**src/rtl/adc_fmt_pkg.sv**
```systemverilog
`timescale 1ns/1ps
// Shared encodings for the output formatter: format codes, power states
// and the two control register addresses decoded by the register bank.
package adc_fmt_pkg;
    typedef enum logic [1:0] {
        FMT_OFFSET = 2'b00,
        FMT_TWOS   = 2'b01,
        FMT_GRAY   = 2'b10
    } fmt_e;

    typedef enum logic [1:0] {
        PWR_RUN  = 2'b00,
        PWR_DOWN = 2'b01,
        PWR_STBY = 2'b10
    } pwr_e;

    localparam logic [7:0] ADDR_PWR = 8'h08;
    localparam logic [7:0] ADDR_OUT = 8'h14;
endpackage

```
**src/rtl/adc_fmt_clamp.sv**
```systemverilog
`timescale 1ns/1ps
// Limits a wide signed sample to the OUT_W-bit two's complement span and
// flags samples that were limited. Assumes IN_W > OUT_W. Purely combinational.
module adc_fmt_clamp #(
    parameter int IN_W  = 16,
    parameter int OUT_W = 12
) (
    input  logic signed [IN_W-1:0]  raw,
    output logic        [OUT_W-1:0] word,
    output logic                    ovr
);
    localparam int EXT = IN_W - OUT_W + 1;
    localparam logic signed [IN_W-1:0] HI = {{EXT{1'b0}}, {(OUT_W-1){1'b1}}};
    localparam logic signed [IN_W-1:0] LO = {{EXT{1'b1}}, {(OUT_W-1){1'b0}}};
    localparam logic [OUT_W-1:0] W_MAX = {1'b0, {(OUT_W-1){1'b1}}};
    localparam logic [OUT_W-1:0] W_MIN = {1'b1, {(OUT_W-1){1'b0}}};

    // Select the limited word and raise the flag outside the span.
    always_comb begin
        if (raw > HI) begin
            word = W_MAX;
            ovr  = 1'b1;
        end else if (raw < LO) begin
            word = W_MIN;
            ovr  = 1'b1;
        end else begin
            word = raw[OUT_W-1:0];
            ovr  = 1'b0;
        end
    end

    // A flagged word must sit on one of the two rails.
    always_comb begin
        if (ovr) AST_CLAMP_EDGE: assert (word == W_MAX || word == W_MIN);
    end
endmodule

```
**src/rtl/adc_fmt_delay.sv**
```systemverilog
`timescale 1ns/1ps
// Fixed-latency delay line for word plus flag. Shifts only while run is
// high; each stage carries a valid bit that is cleared whenever run is
// low, so refilling takes LAT accepted samples. Assumes LAT >= 2.
module adc_fmt_delay #(
    parameter int W   = 13,
    parameter int LAT = 10
) (
    input  logic         clk,
    input  logic         rst_n,
    input  logic         run,
    input  logic [W-1:0] din,
    output logic [W-1:0] dout,
    output logic         vld
);
    logic [W-1:0]   stg [LAT];
    logic [LAT-1:0] vbits;

    for (genvar k = 0; k < LAT; k++) begin : g_stage
        if (k == 0) begin : g_head
            // Capture the incoming sample into the first stage.
            always_ff @(posedge clk) begin
                if (!rst_n)   stg[k] <= '0;
                else if (run) stg[k] <= din;
            end
        end else begin : g_body
            // Advance the previous stage by one position.
            always_ff @(posedge clk) begin
                if (!rst_n)   stg[k] <= '0;
                else if (run) stg[k] <= stg[k-1];
            end
        end
    end

    // Track which stages hold samples accepted since the last stall.
    always_ff @(posedge clk) begin
        if (!rst_n)    vbits <= '0;
        else if (!run) vbits <= '0;
        else           vbits <= {vbits[LAT-2:0], 1'b1};
    end

    assign dout = stg[LAT-1];
    assign vld  = vbits[LAT-1];

    AST_FROZEN_HOLD: assert property (@(posedge clk) disable iff (!rst_n)
        !run |=> $stable(dout));
    AST_VALID_DROP: assert property (@(posedge clk) disable iff (!rst_n)
        !run |=> !vld);
endmodule

```
**src/rtl/adc_fmt_encode.sv**
```systemverilog
`timescale 1ns/1ps
// Renders a two's complement word as offset binary, two's complement or
// Gray code (Gray derived from offset binary). Purely combinational.
module adc_fmt_encode
    import adc_fmt_pkg::*;
#(
    parameter int OUT_W = 12
) (
    input  fmt_e             fmt,
    input  logic [OUT_W-1:0] tc,
    output logic [OUT_W-1:0] code
);
    logic [OUT_W-1:0] ob;

    // Offset binary is two's complement with the sign bit inverted.
    always_comb ob = {~tc[OUT_W-1], tc[OUT_W-2:0]};

    // Pick the representation requested by the format field.
    always_comb begin
        case (fmt)
            FMT_OFFSET: code = ob;
            FMT_GRAY:   code = ob ^ (ob >> 1);
            default:    code = tc;
        endcase
    end
endmodule

```
**src/rtl/adc_fmt_regs.sv**
```systemverilog
`timescale 1ns/1ps
// Control register bank: output register (format field, driver disable)
// and power register. Writes of the reserved code 11 to a two-bit field
// leave that field unchanged. Synchronous active-low reset.
module adc_fmt_regs
    import adc_fmt_pkg::*;
(
    input  logic       clk,
    input  logic       rst_n,
    input  logic       wr,
    input  logic [7:0] addr,
    input  logic [7:0] wdata,
    output fmt_e       fmt,
    output pwr_e       pwr,
    output logic       out_dis
);
    logic unused_bits;
    assign unused_bits = ^{wdata[7:5], wdata[3:2]};

    // Apply register writes, skipping reserved field codes.
    always_ff @(posedge clk) begin
        if (!rst_n) begin
            fmt     <= FMT_TWOS;
            pwr     <= PWR_RUN;
            out_dis <= 1'b0;
        end else if (wr) begin
            if (addr == ADDR_OUT) begin
                out_dis <= wdata[4];
                if (wdata[1:0] != 2'b11) fmt <= fmt_e'(wdata[1:0]);
            end
            if (addr == ADDR_PWR && wdata[1:0] != 2'b11) pwr <= pwr_e'(wdata[1:0]);
        end
    end

    AST_FMT_RESERVED: assert property (@(posedge clk) disable iff (!rst_n)
        (wr && addr == ADDR_OUT && wdata[1:0] == 2'b11) |=> $stable(fmt));
    AST_PWR_RESERVED: assert property (@(posedge clk) disable iff (!rst_n)
        (wr && addr == ADDR_PWR && wdata[1:0] == 2'b11) |=> $stable(pwr));
endmodule

```
**src/rtl/adc_fmt_top.sv**
```systemverilog
`timescale 1ns/1ps
// Output formatter top: limit and flag, LAT-cycle delay, format encode,
// control registers and pad enable. The pad cells apply high impedance
// from pad_oe. Assumes IN_W > OUT_W and LAT >= 2.
module adc_fmt_top
    import adc_fmt_pkg::*;
#(
    parameter int IN_W  = 16,
    parameter int OUT_W = 12,
    parameter int LAT   = 10
) (
    input  logic                    clk,
    input  logic                    rst_n,
    input  logic signed [IN_W-1:0]  raw_in,
    input  logic                    reg_wr,
    input  logic [7:0]              reg_addr,
    input  logic [7:0]              reg_wdata,
    output logic [OUT_W-1:0]        pad_data,
    output logic                    pad_ovr,
    output logic                    pad_oe,
    output logic                    out_valid
);
    localparam int PW = OUT_W + 1;

    fmt_e             fmt;
    pwr_e             pwr;
    logic             out_dis;
    logic             run;
    logic [OUT_W-1:0] lim_word;
    logic             lim_ovr;
    logic [PW-1:0]    dly_q;
    logic             dly_vld;

    adc_fmt_regs u_regs (
        .clk     (clk),
        .rst_n   (rst_n),
        .wr      (reg_wr),
        .addr    (reg_addr),
        .wdata   (reg_wdata),
        .fmt     (fmt),
        .pwr     (pwr),
        .out_dis (out_dis)
    );

    adc_fmt_clamp #(.IN_W(IN_W), .OUT_W(OUT_W)) u_clamp (
        .raw  (raw_in),
        .word (lim_word),
        .ovr  (lim_ovr)
    );

    // The delay line advances only in normal power state.
    assign run = (pwr == PWR_RUN);

    adc_fmt_delay #(.W(PW), .LAT(LAT)) u_delay (
        .clk   (clk),
        .rst_n (rst_n),
        .run   (run),
        .din   ({lim_ovr, lim_word}),
        .dout  (dly_q),
        .vld   (dly_vld)
    );

    adc_fmt_encode #(.OUT_W(OUT_W)) u_enc (
        .fmt  (fmt),
        .tc   (dly_q[OUT_W-1:0]),
        .code (pad_data)
    );

    // Flag output, driver enable and validity qualified by power state.
    assign pad_ovr   = dly_q[PW-1];
    assign pad_oe    = !out_dis && (pwr != PWR_DOWN);
    assign out_valid = dly_vld && run;
endmodule

```
**config.mk**
```make
export PLATFORM = sky130hd
export DESIGN_NAME = adc_fmt_top
export DESIGN_NICKNAME = d
export VERILOG_FILES = /design/src/rtl/adc_fmt_pkg.sv /design/src/rtl/adc_fmt_clamp.sv /design/src/rtl/adc_fmt_delay.sv /design/src/rtl/adc_fmt_encode.sv /design/src/rtl/adc_fmt_regs.sv /design/src/rtl/adc_fmt_top.sv
export SDC_FILE = /design/constraint.sdc
export NUM_CORES = 1
export LEC_CHECK = 0
export BUFFER_PORTS_ARGS = -buffer_cell sky130_fd_sc_hd__clkbuf_2
export CORE_ASPECT_RATIO = 1.75
export CORE_MARGIN = 3
export CORE_UTILIZATION = 25
export CTS_CLUSTER_SIZE = 8
export DETAILED_ROUTE_END_ITERATION = 12
export PLACE_DENSITY = 0.41
export REMOVE_ABC_BUFFERS = 1
export SYNTH_ARGS = -nofsm -noshare
export SYNTH_HDL_FRONTEND = slang
export SYNTH_HIERARCHICAL = 1
export SYNTH_SLANG_ARGS = --single-unit
export TNS_END_PERCENT = 5
```
**constraint.sdc**
```tcl
create_clock -name clk -period 5.1 [get_ports clk]
set_input_delay 1.02 -clock clk [delete_from_list [all_inputs] [get_ports clk]]
set_output_delay 1.02 -clock clk [all_outputs]
set_load 0.01 [all_outputs]
```
==> summary.md <==
| Metric | Value |
|---|---|
| Yosys reg bits | `145` |
| Post-CTS Setup Inserts | `0` |
| Outcome | `complete, no violations` |
| GR Util All Layers | `7.52%` |
| Post-DP Area | `6410 sq um` |
| Routability cong. | `0.650` |
| Family with the most delay on the worst path | `simple AND/OR/NAND/NOR gates` |
| DRT Wirelength | `9.52 mm` |
| Clk Latency, worst-skew pair | `0.42 ns` |
| CTS tree | `built` |
| Core area | `23600 sq um` |
| Grt total ovfl | `0` |
| ANT cells | `0` |
| Largest net degree at the start of global routing | `105` |
| Worst path buffer plus inverter count | `1` |
| Mapped Avg Cell Area | `about 14 sq um` |
| Area of the die | `26300 sq um` |
| CP Max Fanout | `39` |
| Final setup viols | `0` |
| Area grow syn2layout | `15.1%` |
| Cell Chain, Critical Path | `nor2_4 > and2_1 > clkbuf_2` |
| Max Fclk | `369 MHz` |
| Io pins | `50` |
| Worst Path Arrival | `roughly 1.7 ns` |
| Initial DRC Count | `300` |
| # rows | `74` |
| Final min period | `approximately 2.7 ns` |
| Leakage power | `3.21 nW` |
| DRT antenna net count | `0` |
| Crit. End Element | `output port` |
| Slew headroom | `25.0%` |
| Die height | `approximately 210 um` |
| Buffer depth of the longest clock path | `2` |
| Worst slew pin tran | `between 1 and 1.5 ns` |
| Final Skew | `0.00706 ns` |
| Post-route cell area | `7000 sq um` |
| Clk sinks | `145` |
| Max H-tree Level | `4` |
| PortBufs | `44` |
| Setup CP Type | `flop to output port` |
| Vias | `3326` |
| Final nets | `475` |
| Max stage delay on crit path | `0.57 ns` |
| Most frequent cells in the layout | `and3_1 (139), edfxtp_1 (130), clkbuf_2 (43), clkbuf_16 (17), dfxtp_1 (15)` |
| Vias in the first global route | `3415` |
| Post-DP HPWL | `4.86 mm` |
| Maximum Capacitance Violations | `0` |
| Worst vdd ir | `0.000233 V` |
| Most common cell after layout, fill and taps aside | `and3_1` |
| Hold Path Class | `flop to flop` |
| Post-synth EDFFs | `between 100 and 150` |
| Avg WL per Cell | `12.6 um` |
| Post-Syn Instances | `428` |
| Die X-Extent | `124 um` |
| Antenna violations before repair | `0` |
| Initial Util | `25.8%` |
| Clk pin slew, worst setup/hold paths | `approximately 0.060 ns` |
| Req. time, crit path | `4.08 ns` |
| Num CTS Buffers | `17` |
| Mapped cell area | `6080 sq um` |
| Async set-reset flop share out of synthesis | `0%` |
| Via/cell ratio | `4.39` |
| Final slew viol count | `0` |
| Root buffer cell | `clkbuf_16` |
| First-pass GRT wire length | `15.8 mm` |
| Total power | `2.59 mW` |
| CP max stage cell | `nor2_4` |
| RSZ-0062 raised after global routing | `no` |
| DRT Pass-1 Iters | `6` |
| Share of layout cells above drive strength 1 | `21.0%` |
| Hold buffers post-CTS | `0` |
| Post-CTS Resized | `0` |
| Final worst path period share | `53.2%` |
| Post-synthesis sequential area ratio | `69.1%` |
| PwrDens | `about 370 nW/um^2` |
| Yosys cell types | `36` |
| YS warnings | `6` |
| Crit start category | `flop` |
| Top_reg_cell synth | `edfxtp_1` |
| Final hold vios | `0` |
| Drt drc | `0` |
-- cells in the mapped netlist (2+ instances only) --
master      n  area (sq um)
clkbuf_1   11          41.3
edfxtp_1  130          3900
buf_4      21           158
nor2_1     12          45.0
a221oi_2   10           150
nor2b_1     4          25.0
dfxtp_1    15           300
a21oi_1     2          10.0
clkbuf_2    9          45.0
nand3b_1   10          75.1
inv_1       2          7.51
and3_1    139           870
nand4_1    12          75.1
mux2i_1     3          30.0
xnor2_1    11          96.3
nand2_1     7          26.3
buf_2      11          55.1
-- metal layers --
layer / vias to the layer above / track usage (%) / wire length, um
met5: - / 0 / 0
met3: 9 / 2.64 / 455
met1: 1619 / 7.88 / 4080
li1: 1636 / - / -
met2: 62 / 13.3 / 4830
met4: 0 / 3.44 / 153
-- layout make-up --
type	instances	area (sq um)
Clock inverter	15	161
Clock buffer	17	425
Fill cell	2396	16600
Multi-Input combinational cell	227	1570
Timing Repair Buffer	47	258
Sequential cell	145	4200
Tap cell	304	380
Inverter	2	7.51
-- sequential cells by signal (all words and copies together) (netlist names) --
register,cells
u_delay/stg,130
u_regs/fmt,2
u_delay/vbits,10
u_regs/pwr,2
u_regs/out_dis,1
-- power by group --
part / switching (mW) / internal, mW / leakage (nW)
clock network: 0.486 / 0.723 / 0.276
logic: 0.0431 / 0.0298 / 1.23
registers: 0.00421 / 1.30 / 1.71
total: 0.534 / 2.05 / 3.21
-- kinds of logic (layout without fill, tap and decap cells) --
kind of cell              count (synthesis)  in the layout  synth area share (%)
DFF                                     145            145                  69.1
muxes                                     3              3                 0.494
and+or+nand+nor                         195            195                  20.0
xor gates and xnor gates                 12             12                  1.73
buffers and inverters                    56             81                  5.29
AOI/OAI and AO/OA                        17             17                  3.37
-- worst paths after layout --
check / startpoint / to / slack, ns / cells past startpoint
setup reg to reg: u_regs/pwr[1] / u_delay/stg[4][8] / 2.61 / 3
hold reg to reg: u_delay/vbits[8] / u_delay/vbits[9] / 0.46 / 1
setup / recovery: u_regs/pwr[1] / out_valid / 2.39 / 3
hold / removal: u_delay/vbits[8] / u_delay/vbits[9] / 0.46 / 1
-- through the flow --
stage          cells  util [%]  TNS [ns]  worst slack (ns)  hold slack [ns]
6_report         757      29.7         0              2.39            0.465
5_1_grt          757      29.7         0              2.19            0.486
4_1_cts          757      29.7         0              2.27            0.466
3_5_place_dp     725      27.2         0              2.09            0.450
3_3_place_gp     725      27.2         0              2.19            0.446
2_1_floorplan    374         -    -34.76            -0.267            0.438
(Power assumes the default switching activity.)
